`src/rtl/mapper_pkg.sv`:
```
package mapper_pkg;
  localparam int unsigned REG_CNT = 8;
  localparam int unsigned REG_W   = 8;
  localparam int unsigned IDX_W   = $clog2(REG_CNT);

  typedef enum logic [IDX_W-1:0] {
    REG_CHR_2K_LO = 3'd0,
    REG_CHR_2K_HI = 3'd1,
    REG_CHR_1K_0  = 3'd2,
    REG_CHR_1K_1  = 3'd3,
    REG_CHR_1K_2  = 3'd4,
    REG_CHR_1K_3  = 3'd5,
    REG_PRG_8000  = 3'd6,
    REG_PRG_A000  = 3'd7
  } reg_idx_e;

  typedef logic [REG_CNT-1:0][REG_W-1:0] bank_file_t;
endpackage

```
`src/rtl/bank_regfile.sv`:
```
module bank_regfile
  import mapper_pkg::*;
(
  input  logic             clk_i,
  input  logic             rst_ni,
  input  logic             wr_i,
  input  logic             odd_i,
  input  logic [REG_W-1:0] data_i,
  output logic [IDX_W-1:0] idx_o,
  output bank_file_t       bank_o
);
  logic [IDX_W-1:0] idx_q;
  bank_file_t       bank_q;

  always_ff @(posedge clk_i or negedge rst_ni) begin
    if (!rst_ni) begin
      idx_q <= '0;
    end else if (wr_i && !odd_i) begin
      idx_q <= data_i[IDX_W-1:0];
    end
  end

  for (genvar g = 0; g < REG_CNT; g++) begin : g_bank
    always_ff @(posedge clk_i or negedge rst_ni) begin
      if (!rst_ni) begin
        bank_q[g] <= '0;
      end else if (wr_i && odd_i && (idx_q == IDX_W'(g))) begin
        bank_q[g] <= data_i;
      end
    end
  end

  assign idx_o  = idx_q;
  assign bank_o = bank_q;
endmodule

```
`src/rtl/prg_window.sv`:
```
module prg_window
  import mapper_pkg::*;
#(
  parameter int unsigned PRG_ADDR_W = 17,
  localparam int unsigned BANK_W    = PRG_ADDR_W - 13
) (
  input  logic [14:0]           addr_i,
  input  logic [REG_W-1:0]      bank_lo_i,
  input  logic [REG_W-1:0]      bank_hi_i,
  output logic [PRG_ADDR_W-1:0] addr_o
);
  logic [BANK_W-1:0] bank;

  always_comb begin
    unique case (addr_i[14:13])
      2'b00:   bank = bank_lo_i[BANK_W-1:0];
      2'b01:   bank = bank_hi_i[BANK_W-1:0];
      2'b10:   bank = {{(BANK_W-1){1'b1}}, 1'b0};
      default: bank = '1;
    endcase
  end

  assign addr_o = {bank, addr_i[12:0]};
endmodule

```
`src/rtl/chr_window.sv`:
```
module chr_window
  import mapper_pkg::*;
#(
  parameter int unsigned CHR_ADDR_W     = 17,
  parameter bit          CHR_A12_TO_A16 = 1'b0,
  localparam int unsigned BANK_W        = CHR_ADDR_W - 10
) (
  input  logic [12:0]           addr_i,
  input  bank_file_t            bank_i,
  output logic [CHR_ADDR_W-1:0] addr_o
);
  logic [REG_W-1:0]  sel_reg;
  logic [BANK_W-1:0] bank;
  logic [IDX_W-1:0]  idx;

  always_comb begin
    if (!addr_i[12]) begin
      idx     = addr_i[11] ? REG_CHR_2K_HI : REG_CHR_2K_LO;
      sel_reg = {bank_i[idx][REG_W-1:1], addr_i[10]};
    end else begin
      idx     = IDX_W'(REG_CHR_1K_0) + IDX_W'(addr_i[11:10]);
      sel_reg = bank_i[idx];
    end
  end

  if (CHR_A12_TO_A16) begin : g_a12_top
    assign bank = {addr_i[12], sel_reg[BANK_W-2:0]};
  end else begin : g_plain
    assign bank = sel_reg[BANK_W-1:0];
  end

  assign addr_o = {bank, addr_i[9:0]};
endmodule

```
`src/rtl/octo_bank_mapper.sv`:
```
module octo_bank_mapper
  import mapper_pkg::*;
#(
  parameter int unsigned PRG_ADDR_W     = 17,
  parameter int unsigned CHR_ADDR_W     = 17,
  parameter bit          CHR_A12_TO_A16 = 1'b0
) (
  input  logic                  clk_i,
  input  logic                  rst_ni,
  input  logic                  cpu_wr_i,
  input  logic [15:0]           cpu_addr_i,
  input  logic [7:0]            cpu_data_i,
  input  logic [12:0]           ppu_addr_i,
  output logic                  prg_ce_o,
  output logic [PRG_ADDR_W-1:0] prg_addr_o,
  output logic [CHR_ADDR_W-1:0] chr_addr_o
);
  logic             cfg_wr;
  logic [IDX_W-1:0] idx_q;
  bank_file_t       bank_q;

  // only 0x8000-0x9FFF decodes as configuration space
  assign cfg_wr   = cpu_wr_i && (cpu_addr_i[15:13] == 3'b100);
  assign prg_ce_o = cpu_addr_i[15];

  bank_regfile i_regs (
    .clk_i  (clk_i),
    .rst_ni (rst_ni),
    .wr_i   (cfg_wr),
    .odd_i  (cpu_addr_i[0]),
    .data_i (cpu_data_i),
    .idx_o  (idx_q),
    .bank_o (bank_q)
  );

  prg_window #(.PRG_ADDR_W(PRG_ADDR_W)) i_prg (
    .addr_i    (cpu_addr_i[14:0]),
    .bank_lo_i (bank_q[REG_PRG_8000]),
    .bank_hi_i (bank_q[REG_PRG_A000]),
    .addr_o    (prg_addr_o)
  );

  chr_window #(
    .CHR_ADDR_W     (CHR_ADDR_W),
    .CHR_A12_TO_A16 (CHR_A12_TO_A16)
  ) i_chr (
    .addr_i (ppu_addr_i),
    .bank_i (bank_q),
    .addr_o (chr_addr_o)
  );
endmodule

```
`config.mk`:
```
export PLATFORM = sky130hd
export DESIGN_NAME = octo_bank_mapper
export DESIGN_NICKNAME = d
export VERILOG_FILES = /design/src/rtl/mapper_pkg.sv /design/src/rtl/bank_regfile.sv /design/src/rtl/prg_window.sv /design/src/rtl/chr_window.sv /design/src/rtl/octo_bank_mapper.sv
export SDC_FILE = /design/constraint.sdc
export NUM_CORES = 1
export LEC_CHECK = 0
export CAP_MARGIN = 20
export CORE_ASPECT_RATIO = 0.8
export CORE_MARGIN = 2
export CORE_UTILIZATION = 38
export DETAILED_ROUTE_END_ITERATION = 10
export PLACE_DENSITY_LB_ADDON = 0.05
export SETUP_SLACK_MARGIN = 0.15
export SLEW_MARGIN = 20
export SYNTH_ARGS = -nofsm -noshare
export SYNTH_HDL_FRONTEND = slang
export SYNTH_SLANG_ARGS = --single-unit
```
`constraint.sdc`:
```
create_clock -name clk_i -period 4.4 [get_ports clk_i]
set_clock_uncertainty 0.1 [all_clocks]
set_input_delay 0.44 -clock clk_i [delete_from_list [all_inputs] [get_ports clk_i]]
set_output_delay 0.44 -clock clk_i [all_outputs]
set_load 0.05 [all_outputs]
```
==> impl_metrics.json, run 1 <==
{
  "p_seq_frac": 0.506,
  "final.period_utilization": 0.811,
  "grt_pass1_vias": 1514,
  "path_common_cell": "clkdlybuf4s50_1",
  "clock_path_buffers": 2,
  "dp_hpwl_um": 3630,
  "tns_ns": 0,
  "core_sq_um": 6510,
  "ys_warn_count": 0,
  "holdBufCountCts": 0,
  "maxSlewHeadroom": 0.492,
  "crit_family": "buffers and inverters",
  "num_vias": 1431,
  "yosysTopAreaCell": "dfrtp_1",
  "p_per_area_nw_per_um2": 391,
  "rows": 26,
  "die_h_um": 78.0,
  "max-cap-violations": 0,
  "start_util": 0.399,
  "pre_cts_ws_ns": 0.835,
  "dr.pass1.iters": 4,
  "place_congestion": 0.733,
  "cts_tree": "done",
  "power_switching_uw": 305,
  "hold_path_class": "in -> async",
  "setup-violations-final": 0,
  "yosys-top-cells-area": "dfrtp_1 49%, mux2_2 28%, buf_4 7.2%, mux4_2 5.2%, nand4bb_4 1.1%",
  "synth.avg_cell_area_sq_um": 14.4,
  "die_w_um": 96.4,
  "async_reset_ff_frac": 1.00,
  "p_int_uw": 817,
  "grt_first_pass_wirelength_um": 8450,
  "seq_area_sq_um": 1280,
  "cts-buffers-inserted": 5,
  "yosysMostFrequentCell": "mux2_2",
  "peakVddDrop_v": 0.000211,
  "clock-sinks": 51,
  "rsz0062_at_grt": "no",
  "synth_area_sq_um": 2600,
  "synth_edf_count": 0,
  "final_cell_area_sq_um": 2870,
  "worstPathCellList": "clkdlybuf4s50_1, mux2_2, mux4_2, clkdlybuf4s50_1",
  "fin_crit_ns": 3.57,
  "num_antenna_cells": 0,
  "routed_wl_um": 5380,
  "area_growth_syn_to_layout_pct": 10.6,
  "antenna_found_initial": 0,
  "synth-seq-area-share": 0.491,
  "cp_max_fo": 14,
  "worst_slew_pin_slew_ns": 0.759,
  "max_stage_delay_ns": 0.96,
  "n_fill_cell": 592,
  "netSwitchingFraction": 0.272,
  "root_buffer": "clkbuf_8",
  "pwr-share-comb": 0.215,
  "place.port_buffers": 29,
  "placed_area_sq_um": 2770,
  "clock_latency_ns": 0.29,
  "timing.rr.end": "i_regs.bank_o[32]",
  "multi_input_area_sq_um": 1090,
  "worst-path-stages": 4,
  "final_cell_count_no_fill": 270,
  "synth_common_cells": "64 x mux2_2, 51 x dfrtp_1, 25 x buf_4",
  "htreeDepth": 2,
  "path_class": "in -> out",
  "syn-num-nets": 220,
  "cellLeakagePower_uw": 0.00135,
  "grt_remaining_overflow": 0,
  "syn_inst": 180,
  "fmax_ghz": 0.280,
  "crit_path_top_delay_cell": "clkdlybuf4s50_1",
  "place_inst": 263,
  "cts_setup_buffers": 0,
  "ys_ff_latch": 51,
  "dr.first_iter.drc_count": 64,
  "cp.arrival_ns": 3.03,
  "drive_gt1_frac": 0.462,
  "die_area_sq_um": 7520,
  "start_kind": "input pin",
  "crit_path_end_kind": "output pin",
  "r2r_cells": 3,
  "grt_max_degree": 52,
  "io_pins": 75,
  "grt_usage": 0.155,
  "wl_per_cell_um": 19.9,
  "worst_slack_ns": 0.830,
  "status": "finished, final reports clean",
  "synth_ff_type": "dfrtp_1",
  "synth.distinct_cells": 25,
  "pwr-share-clk": 0.280,
  "crit_required_ns": 3.86,
  "nNetsFinal": 226,
  "synth_top_area_share": 0.491,
  "r2r_start": "i_regs.idx_o[1]",
  "slew_viol_final": 0,
  "path_clk_slew_ns": 0.09,
  "viasPerCell": 5.30,
  "drc": 0,
  "critPathBufInv": 2,
  "r2r_setup_slack_ns": 2.49,
  "drtAntennaViolNets": 0,
  "hold_violations": 0,
  "cts_resized": 0
}
worst max-delay path by stage:
stage	start	slack, ns	end
floorplan	ppu_addr_i[11]	2.13	chr_addr_o[10]
global route	ppu_addr_i[10]	0.78	chr_addr_o[16]
finish	ppu_addr_i[10]	0.83	chr_addr_o[16]
detailed placement	ppu_addr_i[10]	0.84	chr_addr_o[15]
CTS	ppu_addr_i[10]	0.83	chr_addr_o[16]
global placement	ppu_addr_i[10]	0.83	chr_addr_o[16]
logic make-up after synthesis:
group                  after synthesis  synth area share
AND/OR/NAND/NOR                     21            0.0713
multiplexers                        71             0.333
flip-flops                          51             0.491
AO/OA/AOI/OAI                        6            0.0164
buffers and inverters               31            0.0877
sequential cells by signal (all words and copies together), names as in the netlist:
register and count:
i_regs.bank_o 48, i_regs.idx_o 3
power by group through the flow:
stage,clock network (uW),logic (uW),registers (uW)
2_1_floorplan,0,229,561
3_3_place_gp,0,235,571
3_5_place_dp,0,242,577
4_1_cts,320,244,567
5_1_grt,349,257,577
6_report,314,241,568
routing by layer:
metal  wire (um)  vias up  GRT usage
met1        2500      729      0.221
met2        2430       24      0.221
li1            -      644          -
met3         262       34     0.0388
met5           0        -          0
met4         180        0     0.0676
layout by cell type, fill, tap and decap left out:
master and instances:
nand4_2 2, nand4b_2 1, mux2i_1 1, clkbuf_8 5
a21oi_1 1, o21ai_0 1, clkbuf_1 1, and4b_1 1
clkdlybuf4s50_1 28, nor4bb_1 1, nand3_2 2, buf_4 2
bufinv_16 1, nand4b_1 1, a211o_1 3, mux4_2 6
nand2_1 2, and3_1 1, nor2b_1 4, nand4bb_4 1
nor3b_2 1, mux2_2 64, nor2_2 1, nor2_1 3
a31oi_1 1, dfrtp_1 51
stage by stage:
stage           util  power, uW  hold slack (ns)
6_report       0.442       1120           0.0508
5_1_grt        0.442       1180           0.0978
4_1_cts        0.441       1130            0.296
3_5_place_dp   0.425        819            0.390
3_3_place_gp   0.425        807            0.383
2_1_floorplan      -        790           0.0444
cell type report:
type | instances | share of cell area
Sequential cell | 51 | 0.444
Multi-Input combinational cell | 98 | 0.381
Timing Repair Buffer | 30 | 0.103
Tap cell | 84 | 0.0366
Clock buffer | 6 | 0.0253
Clock inverter | 1 | 0.0105
No activity file was read; power rests on OpenSTA's default activity.
==> inputs of run 2 (changes only) <==
==> constraint.sdc (replaced) <==
create_clock -name clk_i -period 3.53 [get_ports clk_i]
set_clock_uncertainty 0.1 [all_clocks]
set_input_delay 0.353 -clock clk_i [delete_from_list [all_inputs] [get_ports clk_i]]
set_output_delay 0.353 -clock clk_i [all_outputs]
set_load 0.05 [all_outputs]
==> impl_metrics.json, run 2 (same netlist as run 1, synthesis figures left out) <==
{
  "status": "finished with violations",
  "violations": "hold timing",
  "crit_path_end_kind": "output pin",
  "clock_latency_ns": 0.29,
  "die_area_sq_um": 7520,
  "holdWs_ns": -0.0231,
  "maxSlewHeadroom": 0.496,
  "nNetsFinal": 227,
  "start_kind": "input pin",
  "grt_pass1_vias": 1584,
  "tns_ns": 0,
  "total_power_uw": 1310,
  "worst_slew_pin_slew_ns": 0.754,
  "setup-violations-final": 0,
  "grt_usage": 0.153,
  "num_antenna_cells": 0,
  "final_cell_mix": "64 x mux2_2, 51 x dfrtp_1, 22 x clkdlybuf4s50_1",
  "die_h_um": 78.0,
  "viasPerCell": 5.46,
  "path_class": "in -> out",
  "cts-buffers-inserted": 5,
  "grt_first_pass_wirelength_um": 8590,
  "drc": 0,
  "r2r_start": "i_regs.idx_o[1]",
  "drtAntennaViolNets": 0,
  "routed_wl_um": 5190,
  "rows": 26,
  "dr.pass1.iters": 4,
  "dr.first_iter.drc_count": 35,
  "peakVddDrop_v": 0.000245,
  "hold_violations": 19,
  "cp_max_fo": 14,
  "final.period_utilization": 0.818,
  "slew_viol_final": 0,
  "die_w_um": 96.4,
  "num_vias": 1473,
  "area_growth_syn_to_layout_pct": 9.15,
  "io_pins": 75,
  "cellLeakagePower_uw": 0.00135,
  "grt_remaining_overflow": 0,
  "htreeDepth": 2,
  "place_congestion": 0.744,
  "multi_input_area_sq_um": 1090,
  "cts_resized": 0,
  "drive_gt1_frac": 0.495,
  "hold_path_class": "in -> async",
  "n_fill_cell": 609,
  "cts_tree": "done",
  "cts_setup_buffers": 0,
  "start_util": 0.399,
  "cp.arrival_ns": 2.43,
  "antenna_found_initial": 0,
  "holdBufCountCts": 0,
  "fmax_ghz": 0.346,
  "core_sq_um": 6510,
  "dp_hpwl_um": 3640,
  "p_per_area_nw_per_um2": 461,
  "grt_max_degree": 52,
  "max-cap-violations": 0,
  "clock_path_buffers": 2,
  "layout_commonest_cell": "mux2_2",
  "root_buffer": "clkbuf_8",
  "crit_required_ns": 3.08,
  "startpoint": "ppu_addr_i[10]",
  "path_clk_slew_ns": 0.08,
  "clock-sinks": 51,
  "place.port_buffers": 29,
  "largest_reg_flops": 48,
  "fin_crit_ns": 2.89,
  "seq_area_sq_um": 1280,
  "rsz0062_at_grt": "no",
  "wl_per_cell_um": 19.2
}
==> run 2: final cells by class <==
| type | instances | area share |
|---|---|---|
| Tap cell | 84 | 0.0371 |
| Sequential cell | 51 | 0.450 |
| Timing Repair Buffer | 31 | 0.102 |
| Multi-Input combinational cell | 98 | 0.386 |
| Clock buffer | 6 | 0.0256 |
==> run 2: path summary, 6_finish.rpt <==
check                               endpoint  slack [ns]  cells past startpoint
max                           chr_addr_o[10]        0.64                      4
max in group asynchronous    i_regs.idx_o[2]        2.90                      1
max reg2reg                i_regs.bank_o[33]        1.65                      3
min                        i_regs.bank_o[59]       -0.02                      1
min in group clk_i         i_regs.bank_o[18]        0.40                      1
min reg2reg                i_regs.bank_o[18]        0.40                      1
==> run 2: layer usage <==
layer / GRT usage / up-vias / routed length (um)
met5: 0 / - / 0
li1: - / 646 / -
met2: 0.224 / 24 / 2370
met4: 0.0676 / 0 / 191
met3: 0.0359 / 37 / 229
met1: 0.215 / 766 / 2400
==> run 2: per-stage QoR <==
step / utilization / worst slack (ns) / std cells / instance area (sq um)
finish: 0.436 / 0.642 / 270 / 2840
global route: 0.436 / 0.561 / 270 / 2840
CTS: 0.435 / 0.569 / 270 / 2830
detailed placement: 0.424 / 0.572 / 264 / 2760
global placement: 0.424 / 0.606 / 264 / 2760
floorplan: - / 1.44 / 180 / 2600
==> run 2: power by group <==
| part | internal [uW] | total [uW] | switching [uW] |
|---|---|---|---|
| registers | 660 | 707 | 47.0 |
| clock network | 133 | 304 | 171 |
| logic | 147 | 295 | 148 |
| total | 940 | 1310 | 367 |
==> run 2: critical path, stage by stage <==
cell and delay [ns]:
clkdlybuf4s50_1 0.96, a21oi_1 0.09, a31oi_1 0.19, clkdlybuf4s50_1 0.84
==> inputs of run 3 (changes only) <==
==> constraint.sdc (replaced) <==
create_clock -name clk_i -period 2.4 [get_ports clk_i]
set_clock_uncertainty 0.1 [all_clocks]
set_input_delay 0.24 -clock clk_i [delete_from_list [all_inputs] [get_ports clk_i]]
set_output_delay 0.24 -clock clk_i [all_outputs]
set_load 0.05 [all_outputs]
==> impl_metrics.json, run 3 (same netlist as run 1, synthesis figures left out) <==
{
  "cts_tree": "done",
  "cp_max_fo": 7,
  "r2r_setup_slack_ns": 0.73,
  "hold_violations": 0,
  "final_cell_count_no_fill": 282,
  "grt_usage": 0.157,
  "worst_slew_pin_slew_ns": 0.649,
  "total_power_uw": 1980,
  "drive_gt1_frac": 0.545,
  "status": "finished, final reports clean",
  "dp_hpwl_um": 3740,
  "nNetsFinal": 237,
  "root_buffer": "clkbuf_8",
  "holdWs_ns": 0.380,
  "place_congestion": 0.729,
  "dr.pass1.iters": 4,
  "n_fill_cell": 618,
  "crit_path_end_kind": "output pin",
  "layout_commonest_cell": "mux2_2",
  "num_vias": 1484,
  "p_per_area_nw_per_um2": 670,
  "drtAntennaViolNets": 0,
  "max_stage_delay_ns": 0.47,
  "crit_required_ns": 2.06,
  "rsz0062_at_grt": "no",
  "wl_met1_um": 2560,
  "seq_area_sq_um": 1280,
  "largest_reg_flops": 48,
  "final.period_utilization": 0.912,
  "crit_family": "buffers and inverters",
  "rows": 26,
  "cts_setup_buffers": 0,
  "grt_remaining_overflow": 0,
  "drc": 0,
  "routed.top_layer": "met4",
  "hp-start": "ppu_addr_i[1]",
  "hold_path_depth": 0,
  "critPathBufInv": 3,
  "slew_viol_final": 0,
  "crit_path_top_delay_cell": "mux4_2",
  "dr.first_iter.drc_count": 52,
  "area_growth_syn_to_layout_pct": 13.6,
  "r2r_start": "i_regs.idx_o[1]",
  "timing.rr.end": "i_regs.bank_o[14]",
  "clock-sinks": 51,
  "multi_input_area_sq_um": 1090,
  "core_sq_um": 6510,
  "htreeDepth": 2,
  "peakVddDrop_v": 0.000376,
  "min_to": "chr_addr_o[1]",
  "max-cap-violations": 0,
  "dr_wl_met3_um": 230,
  "io_pins": 75,
  "die_w_um": 96.4,
  "wl_met2_um": 2410,
  "wl_per_cell_um": 19.2,
  "clock_path_buffers": 2,
  "cp.arrival_ns": 1.85,
  "cts-buffers-inserted": 5,
  "viasPerCell": 5.26,
  "start_util": 0.399,
  "setup-violations-final": 0,
  "path_class": "in -> out",
  "grt_max_degree": 52,
  "grt_first_pass_wirelength_um": 8830,
  "grt_pass1_vias": 1645,
  "num_antenna_cells": 0,
  "routed_wl_um": 5400,
  "worstPathCellList": "dlygate4sd2_1, bufbuf_16, mux2_2, mux4_2, buf_4",
  "fmax_ghz": 0.457,
  "die_area_sq_um": 7520,
  "r2r_cells": 4,
  "antenna_found_initial": 0,
  "hold_path_class": "in -> out",
  "place.port_buffers": 29,
  "cellLeakagePower_uw": 0.00142,
  "final_cell_mix": "64 x mux2_2, 51 x dfrtp_1, 19 x buf_4",
  "start_kind": "input pin",
  "maxSlewHeadroom": 0.567,
  "die_h_um": 78.0,
  "clock_latency_ns": 0.29,
  "place_inst": 272,
  "fin_crit_ns": 2.19,
  "tns_ns": 0
}
[run 3: power breakdown]
group / leakage [uW] / internal (uW) / total, uW / switching (uW)
registers: 0.000687 / 971 / 1040 / 70.1
clock network: 0.0000412 / 204 / 481 / 277
logic: 0.000696 / 232 / 455 / 223
[run 3: worst max path at each step]
stage | start | to | slack [ns] | cells after the start
after floorplan | ppu_addr_i[11] | chr_addr_o[10] | 0.53 | 4
after global placement | ppu_addr_i[10] | chr_addr_o[16] | 0.12 | 5
after detailed placement | ppu_addr_i[10] | chr_addr_o[11] | 0.09 | 5
after CTS | ppu_addr_i[10] | chr_addr_o[16] | 0.21 | 5
after global routing | ppu_addr_i[10] | chr_addr_o[16] | 0.17 | 5
final | ppu_addr_i[10] | chr_addr_o[16] | 0.21 | 5
[run 3: repair_timing]
action / 4_1_cts / 5_1_grt
resized for setup: 2 / 0
hold endpoints to repair: 51 / 0
setup endpoints to repair: 6 / 0
hold buffers: 1 / 0
[run 3: cell type report]
type | count | area share
Clock buffer | 6 | 0.0246
Clock inverter | 2 | 0.00424
Multi-Input combinational cell | 98 | 0.371
Sequential cell | 51 | 0.433
Tap cell | 84 | 0.0356
Timing Repair Buffer | 41 | 0.132
[run 3: stage by stage]
| stage | area, sq um | setup slack [ns] | util |
|---|---|---|---|
| 5_1_grt | 2950 | 0.169 | 0.453 |
| 4_1_cts | 2950 | 0.212 | 0.453 |
| 6_report | 2950 | 0.211 | 0.453 |
| 3_5_place_dp | 2820 | 0.0943 | 0.433 |
| 2_1_floorplan | 2600 | 0.531 | - |
| 3_3_place_gp | 2820 | 0.125 | 0.433 |
[run 3: per-layer routing]
metal	up-vias	track usage
li1	669	-
met1	756	0.226
met2	22	0.226
met3	37	0.0330
met4	0	0.0718
met5	-	0
